## config.mk

```make
export PLATFORM = sky130hd
export DESIGN_NAME = sirq_vector_ctrl
export DESIGN_NICKNAME = d
export VERILOG_FILES = /design/src/rtl/sirq_pkg.sv /design/src/rtl/sirq_pin_front.sv /design/src/rtl/sirq_prio_pick.sv /design/src/rtl/sirq_vector_ctrl.sv
export SDC_FILE = /design/constraint.sdc
export NUM_CORES = 1
export LEC_CHECK = 0
export BUFFER_PORTS_ARGS = -buffer_cell sky130_fd_sc_hd__buf_2
export CAP_MARGIN = 15
export CORE_ASPECT_RATIO = 0.6
export CORE_MARGIN = 5
export CORE_UTILIZATION = 40
export DETAILED_ROUTE_END_ITERATION = 10
export GPL_TIMING_DRIVEN = 0
export SLEW_MARGIN = 20
export SYNTH_ARGS = -nofsm -noshare
export SYNTH_HDL_FRONTEND = slang
export SYNTH_SLANG_ARGS = --single-unit
```

## constraint.sdc

```tcl
create_clock -name clk -period 4 [get_ports clk]
set_clock_uncertainty 0.2 [all_clocks]
set_input_delay 0.6 -clock clk [delete_from_list [all_inputs] [get_ports clk]]
set_output_delay 0.6 -clock clk [all_outputs]
set_load 0.01 [all_outputs]
```

## src/rtl/sirq_pkg.sv

```systemverilog
package sirq_pkg;
  typedef enum logic [1:0] {
    REG_PEND = 2'd0,
    REG_MASK = 2'd1,
    REG_EDGE = 2'd2,
    REG_VEC  = 2'd3
  } sirq_reg_e;

  localparam int VEC_W = 6;
  localparam logic [VEC_W-1:0] VEC_IDLE = '1;
endpackage

```

## src/rtl/sirq_pin_front.sv

```systemverilog
module sirq_pin_front #(
  parameter int SYNC_STAGES = 2
) (
  input  logic clk,
  input  logic rst_n,
  input  logic pin_n,
  input  logic edge_mode,
  input  logic clr,
  output logic pend
);
  logic [SYNC_STAGES-1:0] sync_q;
  logic                   prev_q;
  logic                   lat_q;
  logic                   pin_s;
  logic                   fall;

  always_ff @(posedge clk or negedge rst_n) begin
    if (!rst_n) sync_q[0] <= 1'b1;
    else        sync_q[0] <= pin_n;
  end

  generate
    for (genvar s = 1; s < SYNC_STAGES; s++) begin : g_sync
      always_ff @(posedge clk or negedge rst_n) begin
        if (!rst_n) sync_q[s] <= 1'b1;
        else        sync_q[s] <= sync_q[s-1];
      end
    end
  endgenerate

  assign pin_s = sync_q[SYNC_STAGES-1];
  assign fall  = prev_q & ~pin_s;

  always_ff @(posedge clk or negedge rst_n) begin
    if (!rst_n) begin
      prev_q <= 1'b1;
      lat_q  <= 1'b0;
    end else begin
      prev_q <= pin_s;
      if (!edge_mode)  lat_q <= 1'b0;
      else if (fall)   lat_q <= 1'b1;
      else if (clr)    lat_q <= 1'b0;
    end
  end

  assign pend = edge_mode ? lat_q : ~pin_s;

  AST_EDGE_HOLD: assert property (@(posedge clk) disable iff (!rst_n)
    (lat_q && edge_mode && !clr) |=> lat_q);
  AST_LEVEL_NO_LATCH: assert property (@(posedge clk) disable iff (!rst_n)
    !edge_mode |=> (!lat_q || edge_mode));
endmodule

```

## src/rtl/sirq_prio_pick.sv

```systemverilog
module sirq_prio_pick #(
  parameter int N     = 16,
  parameter int VEC_W = 6
) (
  input  logic [N-1:0]     req,
  output logic             any,
  output logic [VEC_W-1:0] code
);
  always_comb begin
    any  = 1'b0;
    code = '1;
    for (int i = N-1; i >= 0; i--) begin
      if (req[i]) begin
        any  = 1'b1;
        code = VEC_W'(i);
      end
    end
  end

  always_comb begin
    if (!any) AST_IDLE_CODE: assert (code == '1);
  end
endmodule

```

## src/rtl/sirq_vector_ctrl.sv

```systemverilog
module sirq_vector_ctrl
  import sirq_pkg::*;
#(
  parameter int NUM_EXT     = 8,
  parameter int DATA_W      = 32,
  parameter int SYNC_STAGES = 2
) (
  input  logic               clk,
  input  logic               rst_n,
  input  logic [NUM_EXT-1:0] ext_irq_n,
  input  logic [NUM_EXT-1:0] int_lvl,
  input  logic [1:0]         bus_addr,
  input  logic               bus_wr,
  input  logic               bus_rd,
  input  logic [DATA_W-1:0]  bus_wdata,
  output logic [DATA_W-1:0]  bus_rdata,
  output logic               irq_req
);
  localparam int NUM_SRC = 2 * NUM_EXT;
  localparam int IDX_W   = $clog2(NUM_SRC);

  logic [NUM_SRC-1:0] pend_src;
  logic [NUM_SRC-1:0] mask_q;
  logic [NUM_SRC-1:0] edge_q;
  logic [NUM_SRC-1:0] wsrc;
  logic [NUM_SRC-1:0] active;
  logic [VEC_W-1:0]   vec_code;
  logic               any_act;
  logic [DATA_W-1:0]  rd_mux;
  logic [DATA_W-1:0]  rdata_q;
  logic               wr_pend, wr_mask, wr_edge;

  assign wr_pend = bus_wr && (bus_addr == REG_PEND);
  assign wr_mask = bus_wr && (bus_addr == REG_MASK);
  assign wr_edge = bus_wr && (bus_addr == REG_EDGE);

  generate
    for (genvar n = 0; n < NUM_SRC; n++) begin : g_src
      assign wsrc[n] = bus_wdata[DATA_W-1-n];
      if (n % 2 == 0) begin : g_ext
        sirq_pin_front #(.SYNC_STAGES(SYNC_STAGES)) u_front (
          .clk       (clk),
          .rst_n     (rst_n),
          .pin_n     (ext_irq_n[n/2]),
          .edge_mode (edge_q[n]),
          .clr       (wr_pend && wsrc[n]),
          .pend      (pend_src[n])
        );
        always_ff @(posedge clk or negedge rst_n) begin
          if (!rst_n)       edge_q[n] <= 1'b0;
          else if (wr_edge) edge_q[n] <= wsrc[n];
        end
      end else begin : g_int
        assign pend_src[n] = int_lvl[(n-1)/2];
        assign edge_q[n]   = 1'b0;
      end
    end
  endgenerate

  always_ff @(posedge clk or negedge rst_n) begin
    if (!rst_n)       mask_q <= '0;
    else if (wr_mask) mask_q <= wsrc;
  end

  assign active = pend_src & mask_q;

  sirq_prio_pick #(.N(NUM_SRC), .VEC_W(VEC_W)) u_pick (
    .req  (active),
    .any  (any_act),
    .code (vec_code)
  );

  assign irq_req = any_act;

  always_comb begin
    rd_mux = '0;
    unique case (bus_addr)
      REG_PEND: for (int n = 0; n < NUM_SRC; n++) rd_mux[DATA_W-1-n] = pend_src[n];
      REG_MASK: for (int n = 0; n < NUM_SRC; n++) rd_mux[DATA_W-1-n] = mask_q[n];
      REG_EDGE: for (int n = 0; n < NUM_SRC; n++) rd_mux[DATA_W-1-n] = edge_q[n];
      REG_VEC:  rd_mux[DATA_W-1 -: VEC_W] = vec_code;
      default:  rd_mux = '0;
    endcase
  end

  always_ff @(posedge clk or negedge rst_n) begin
    if (!rst_n)      rdata_q <= '0;
    else if (bus_rd) rdata_q <= rd_mux;
  end

  assign bus_rdata = rdata_q;

  AST_WINNER_ENABLED: assert property (@(posedge clk) disable iff (!rst_n)
    irq_req |-> mask_q[vec_code[IDX_W-1:0]]);
  AST_WINNER_RANGE: assert property (@(posedge clk) disable iff (!rst_n)
    irq_req |-> (vec_code < VEC_W'(NUM_SRC)));
  AST_MASK_ZERO_QUIET: assert property (@(posedge clk) disable iff (!rst_n)
    (wr_mask && (wsrc == '0)) |=> !irq_req);
  AST_RDATA_HOLD: assert property (@(posedge clk) disable iff (!rst_n)
    !bus_rd |=> $stable(bus_rdata));
endmodule

```

# Word-level counts from Yosys, hierarchy flattened

Index checks and enable logic that the tools add are counted.

Multiply operators: 0
Reduce and logical (&&, ||, !) cells: 12
$lt $le $gt $ge: 0
Equal/unequal tests: 11
Divide/modulo/power cells: 0
Add/subtract/negate cells: 0
Multiplexer cells: 66
Shifts and indexed selects: 0
Bitwise logic cells: 17

Operators with widths:

| operator                                                              | number |
|---|---|
| 6-bit 2-to-1 mux                                                      | 16 |
| 1-bit 2-to-1 mux                                                      | 48 |
| 10-bit case mux with 3 select lines                                   | 1 |
| 3-bit by 1-bit != test with 1-bit output, second input constant       | 8 |
| 6-bit case mux with 4 select lines                                    | 1 |
| 16-bit AND                                                            | 1 |
| 1-bit logical AND                                                     | 11 |
| 1-bit AND                                                             | 8 |
| 1-bit NOT                                                             | 8 |
| 2-bit equality test, second input constant                            | 2 |
| 2-bit by 1-bit equality test with 1-bit output, second input constant | 1 |
| 2-bit zero test                                                       | 1 |

Memories: 0
Flip-flop bits (word level): 72
Bits in writable memories: 0
Word-level logic and storage cells: 148
Memory bits (read-only): 0
Latch bits: 0
Bits of input ports: 54

# Longest topological paths before layout

Depth after elaboration: 20
Depth in mapped cells: 6
Mapped depth without buffers: 5

# Modules after synthesis

Synthesis repeated with hierarchy kept, for this count alone.

Cells, all modules: 286
Area total of the unflattened synthesis: 3448.3 um2

Modules (own cells, without submodules):

| module           | cells an instance | sequential area each (um2) | times used | area an instance (um2) |
|---|---|---|---|---|
| sirq_vector_ctrl | 184               | 1001.0                     | 1          | 2107.0 |
| sirq_pin_front   | 9                 | 103.8                      | 8          | 143.9 |
| sirq_prio_pick   | 30                | 0.0                        | 1          | 190.2 |

# Worst setup path before layout

OpenSTA, ideal clock, no wires.

Path kind: reg-to-output
Start: register g_src[6].g_ext.u_front.sync_q[1]
End: output port irq_req
Arrival time: 1.273 ns
Path buffers: 0
Slack: 1.927 ns
Data required time: 3.200 ns
Stages on the path, launching flop included: 6
Cell sequence: dfstp_2 -> nand2b_1 -> a32oi_1 -> nand3_1 -> nor3_1 -> nand3_1

Cells in the longest elaborated chain, start to end: 10

Ends and longest elaborated chain:

| element                         | RTL line               | source |
|---|---|---|
| start, declared                 | sirq_pin_front.sv:11   | `logic [SYNC_STAGES-1:0] sync_q;` |
| start signal, assigned by index | sirq_pin_front.sv:26   | `else sync_q[s] <= sync_q[s-1];` |
| 1-bit NOT                       | sirq_pin_front.sv:46   | `assign pend = edge_mode ? lat_q : ~pin_s;` |
| 1-bit 2-to-1 mux                | sirq_pin_front.sv:46   |  |
| 16-bit AND                      | sirq_vector_ctrl.sv:65 | `assign active = pend_src & mask_q;` |
| 1-bit 2-to-1 mux (7 in series)  | sirq_prio_pick.sv:13   | `if (req[i]) begin` |
| end, declared                   | sirq_vector_ctrl.sv:17 | `output logic irq_req` |

Every way passes these cells.

# Final worst setup path

Ends and elaborated chain as after synthesis.

==> impl_summary.log <==
INFO  metric relSlewSlack = 46.99%
INFO  metric clock-root-buffer = clkbuf_16
INFO  metric row_count = 25
INFO  metric htreeDepth = 3
INFO  metric vias = 2458
INFO  metric worstSetupEndpointType = output pin
INFO  metric globalRouteOverflowTotal = 0
INFO  metric track_usage = 17.14%
INFO  metric fin_crit_sh = 69.56%
INFO  metric maxClockFrequency = 359.4 MHz
INFO  metric end_point_of_the_most_critical_hold_path = g_src[6].g_ext.u_front.pin_s
INFO  metric cp_max_fo = 4
INFO  metric synthFlopType = dfrtp_1
INFO  metric max_incr_delay_on_cp = 0.55 ns
INFO  metric antenna_violations_before_repair = 0
INFO  metric synth-async-reset-ratio = 100.0%
INFO  metric worst_skew_pair.late_latency = 0.34 ns
INFO  metric dpl.hpwl = 5985 um
INFO  metric floorplan.initialDensity = 41.73%
INFO  metric ys_warnings = 0
INFO  metric p_per_area = 511.6 nW/um2
INFO  metric final_cells = 480
INFO  metric timing.rr.end = bus_rdata[31]
INFO  metric place_inst = 463
INFO  metric num_io_pins = 87
INFO  metric worst-path-stages = 6
INFO  metric avgSynthCellArea = 11.64 um2
INFO  metric holdWs = 0.1523 ns
INFO  metric gr-max-usage-layer = met1
INFO  metric synthesis.area = 3328 um2
INFO  metric timing.hold.worst_path_depth = 0
INFO  metric cts_inserted_buffers = 9
INFO  metric cp_data_arrival_time = 1.98 ns
INFO  metric timing_worst_setup_path_type = reg2out
INFO  metric path_buf_inv = 1
INFO  metric die_area = 10300 um2
INFO  metric critical_path.slowest_cell = dfstp_2
INFO  metric worst-r2r-setup-slack = 2.16 ns
INFO  metric hp-class = reg2reg
INFO  metric worstSetupStartpointType = flip-flop
INFO  metric fill_cells = 723
INFO  metric clkSinkCount = 72
INFO  metric chain_of_cells_forming_the_critical_path = nand2b_1, a32oi_1, nand3_1, nor3_1, nand3_1, buf_2
INFO  metric final_layout_size_suffix_gt1_share = 38.71%
INFO  metric beginning_of_the_critical_path = g_src[6].g_ext.u_front.pin_s
INFO  metric synth_seq_area_share = 55.04%
INFO  metric synth.distinct_cells = 51
INFO  metric tritoncts_clock_tree = built
INFO  metric detail_route.wl_per_cell = 17.08 um
INFO  metric core-area = 7976 um2
INFO  metric status = completed
INFO  metric die_w = 127.8 um
INFO  metric drt_iter0_drc = 211
INFO  metric rsz0062_at_grt = false
INFO  metric post-route-min-period = 2.783 ns
INFO  metric fin_nets = 421
INFO  metric post_cts_resize_count = 0
INFO  metric ctsHoldBuffers = 1
INFO  metric hold_viol_final = 0
INFO  metric path_delay_family = simple AND/OR/NAND/NOR gates
INFO  metric synth_edf_count = 0
INFO  metric worst_flop_to_flop_path_startpoint = g_src[6].g_ext.u_front.pin_s
INFO  metric grt_max_degree = 49
INFO  metric diodes = 0
INFO  metric cts-root-to-sink-buffers = 2
INFO  metric rr_worst_depth = 5
INFO  metric fin_tns_setup = 0 ns
INFO  metric drt-pass1-iter-count = 5
INFO  metric global_route.usage.met3 = 7.309%
INFO  metric buffer_ports.inserted = 53
INFO  metric path_common_cell = nand3_1
INFO  metric max_capacitance_violation_count = 0
INFO  metric path_clk_slew = 0.05 ns
INFO  metric grt.met2_usage = 20.77%
INFO  metric detail_route.wirelength = 8198 um
INFO  metric globalRouteMet1Util = 26.98%
INFO  metric route.detailed.drc = 0
INFO  metric cts_post_setup_buffers_inserted = 0
INFO  metric number_of_global_route_vias_before_repair = 2370
INFO  metric synthCells = 286
INFO  metric finalSetupViolations = 0
INFO  metric antenna_violating_nets_post_route = 0
INFO  metric fraction_of_the_core_area_covered_by_cells_at_the_end_of_the_flow = 51.80%
INFO  metric vdd.ir_drop.worst = 0.2420 mV
INFO  metric synth_seq_cells = 72
INFO  metric detail_route.vias_per_cell = 5.121
INFO  metric syn2layout_area_growth = 24.14%
INFO  metric replace_congestion = 0.8697
INFO  metric grt_first_pass_wirelength = 13010 um
INFO  metric min_from = g_src[6].g_ext.u_front.sync_q[0]
INFO  metric required = 3.20 ns
INFO  metric max_slew.worst_pin.slew = 0.7916 ns
INFO  metric fp.dieH = 80.66 um
INFO  metric final_slew_violations = 0
INFO  metric p_leak = 1.895 nW
## layout by cell type, fill, tap and decap left out, types with 3 or more instances in the layout
cell / instances
a211oi_1: 3
a21oi_1: 18
a22oi_1: 4
a31oi_1: 4
and2_1: 3
and3_1: 3
buf_2: 54
buf_4: 18
clkbuf_1: 6
clkbuf_16: 9
conb_1: 16
dfrtp_1: 48
dfstp_2: 24
mux2_2: 14
mux2_4: 10
mux2i_1: 8
nand2_1: 19
nand2b_1: 11
nand3_1: 6
nor2_1: 17
nor2b_1: 16
nor3_1: 4
o211ai_1: 3
o21ai_0: 5
o21ai_1: 5
o2bb2ai_1: 6
o31ai_1: 3
## power breakdown
part	internal, mW	switching, mW	total [mW]	leakage (nW)
registers	0.832	0.0801	0.912	0.839
logic	0.182	0.184	0.366	0.905
clock network	0.544	0.292	0.836	0.151
## worst register-to-register path, cell delays in order, from the launching register on
cell      delay (ns)
dfstp_2         0.55
nand2b_1        0.08
a32oi_1         0.32
and3_1          0.24
nand4_1         0.14
a31oi_1         0.22
## metrics by stage
| step | instance area (um2) | setup slack [ns] | power [mW] |
|---|---|---|---|
| 2_1_floorplan | 3385 | 1.927 | 1.148 |
| 3_3_place_gp | 3785 | 1.568 | 1.273 |
| 3_5_place_dp | 3815 | 1.533 | 1.287 |
| 4_1_cts | 4131 | 1.234 | 2.138 |
| 5_1_grt | 4131 | 1.145 | 2.227 |
| 6_report | 4131 | 1.217 | 2.114 |
## area by class of cell
class	count	area (um2)	share of cell area, %
clock inverter	4	70.07	1.696
tap	108	135.1	3.271
buffer	23	160.2	3.876
inverter	4	17.52	0.4240
clock buffer	12	236.5	5.724
multi-input combinational	202	1375	33.28
timing repair buffer	55	305.3	7.389
sequential	72	1832	44.34
## cell families (layout without fill, tap and decap cells)
| logic type | after synthesis | count (layout) | share of synthesized area (%) |
|---|---|---|---|
| other | 1 | 16 | 0.1127 |
| AND/OR/NAND/NOR | 88 | 88 | 14.40 |
| buffers and inverters | 27 | 98 | 5.338 |
| AO/OA/AOI/OAI | 66 | 66 | 13.46 |
| flip-flops | 72 | 72 | 55.04 |
| multiplexers | 32 | 32 | 11.65 |
## worst max path at each step
stage	endpoint
floorplan	irq_req
global placement	irq_req
detailed placement	irq_req
CTS	irq_req
global route	irq_req
finish	irq_req
## per-layer routing
layer	vias up	wire [um]
met1	1192	4339
met4	0	87
met3	12	738
li1	1159	-
met2	95	3032
met5	-	0
## sequential cells by signal, summed over array words and instances (netlist names)
register and flops:
mask_q 16, g_src.g_ext.u_front.sync_q 8, g_src.g_ext.u_front.prev_q 8, edge_q 8
g_src.g_ext.u_front.pin_s 8, bus_rdata 16, g_src.g_ext.u_front.lat_q 8
## synth_stat cells, types with 5 or more instances
cell,count,area [um2]
nor2_1,17,63.81
dfrtp_1,48,1201
nand2_1,19,71.32
a21oi_1,18,90.09
mux2_2,14,157.7
nand3_1,6,30.03
nor2b_1,16,100.1
o21ai_0,5,25.02
mux2_4,10,150.1
o21ai_1,5,25.02
o2bb2ai_1,6,52.55
dfstp_2,24,630.6
buf_4,17,127.6
mux2i_1,8,80.08
nand2b_1,11,68.82
Power figures use the tool's default switching activity.
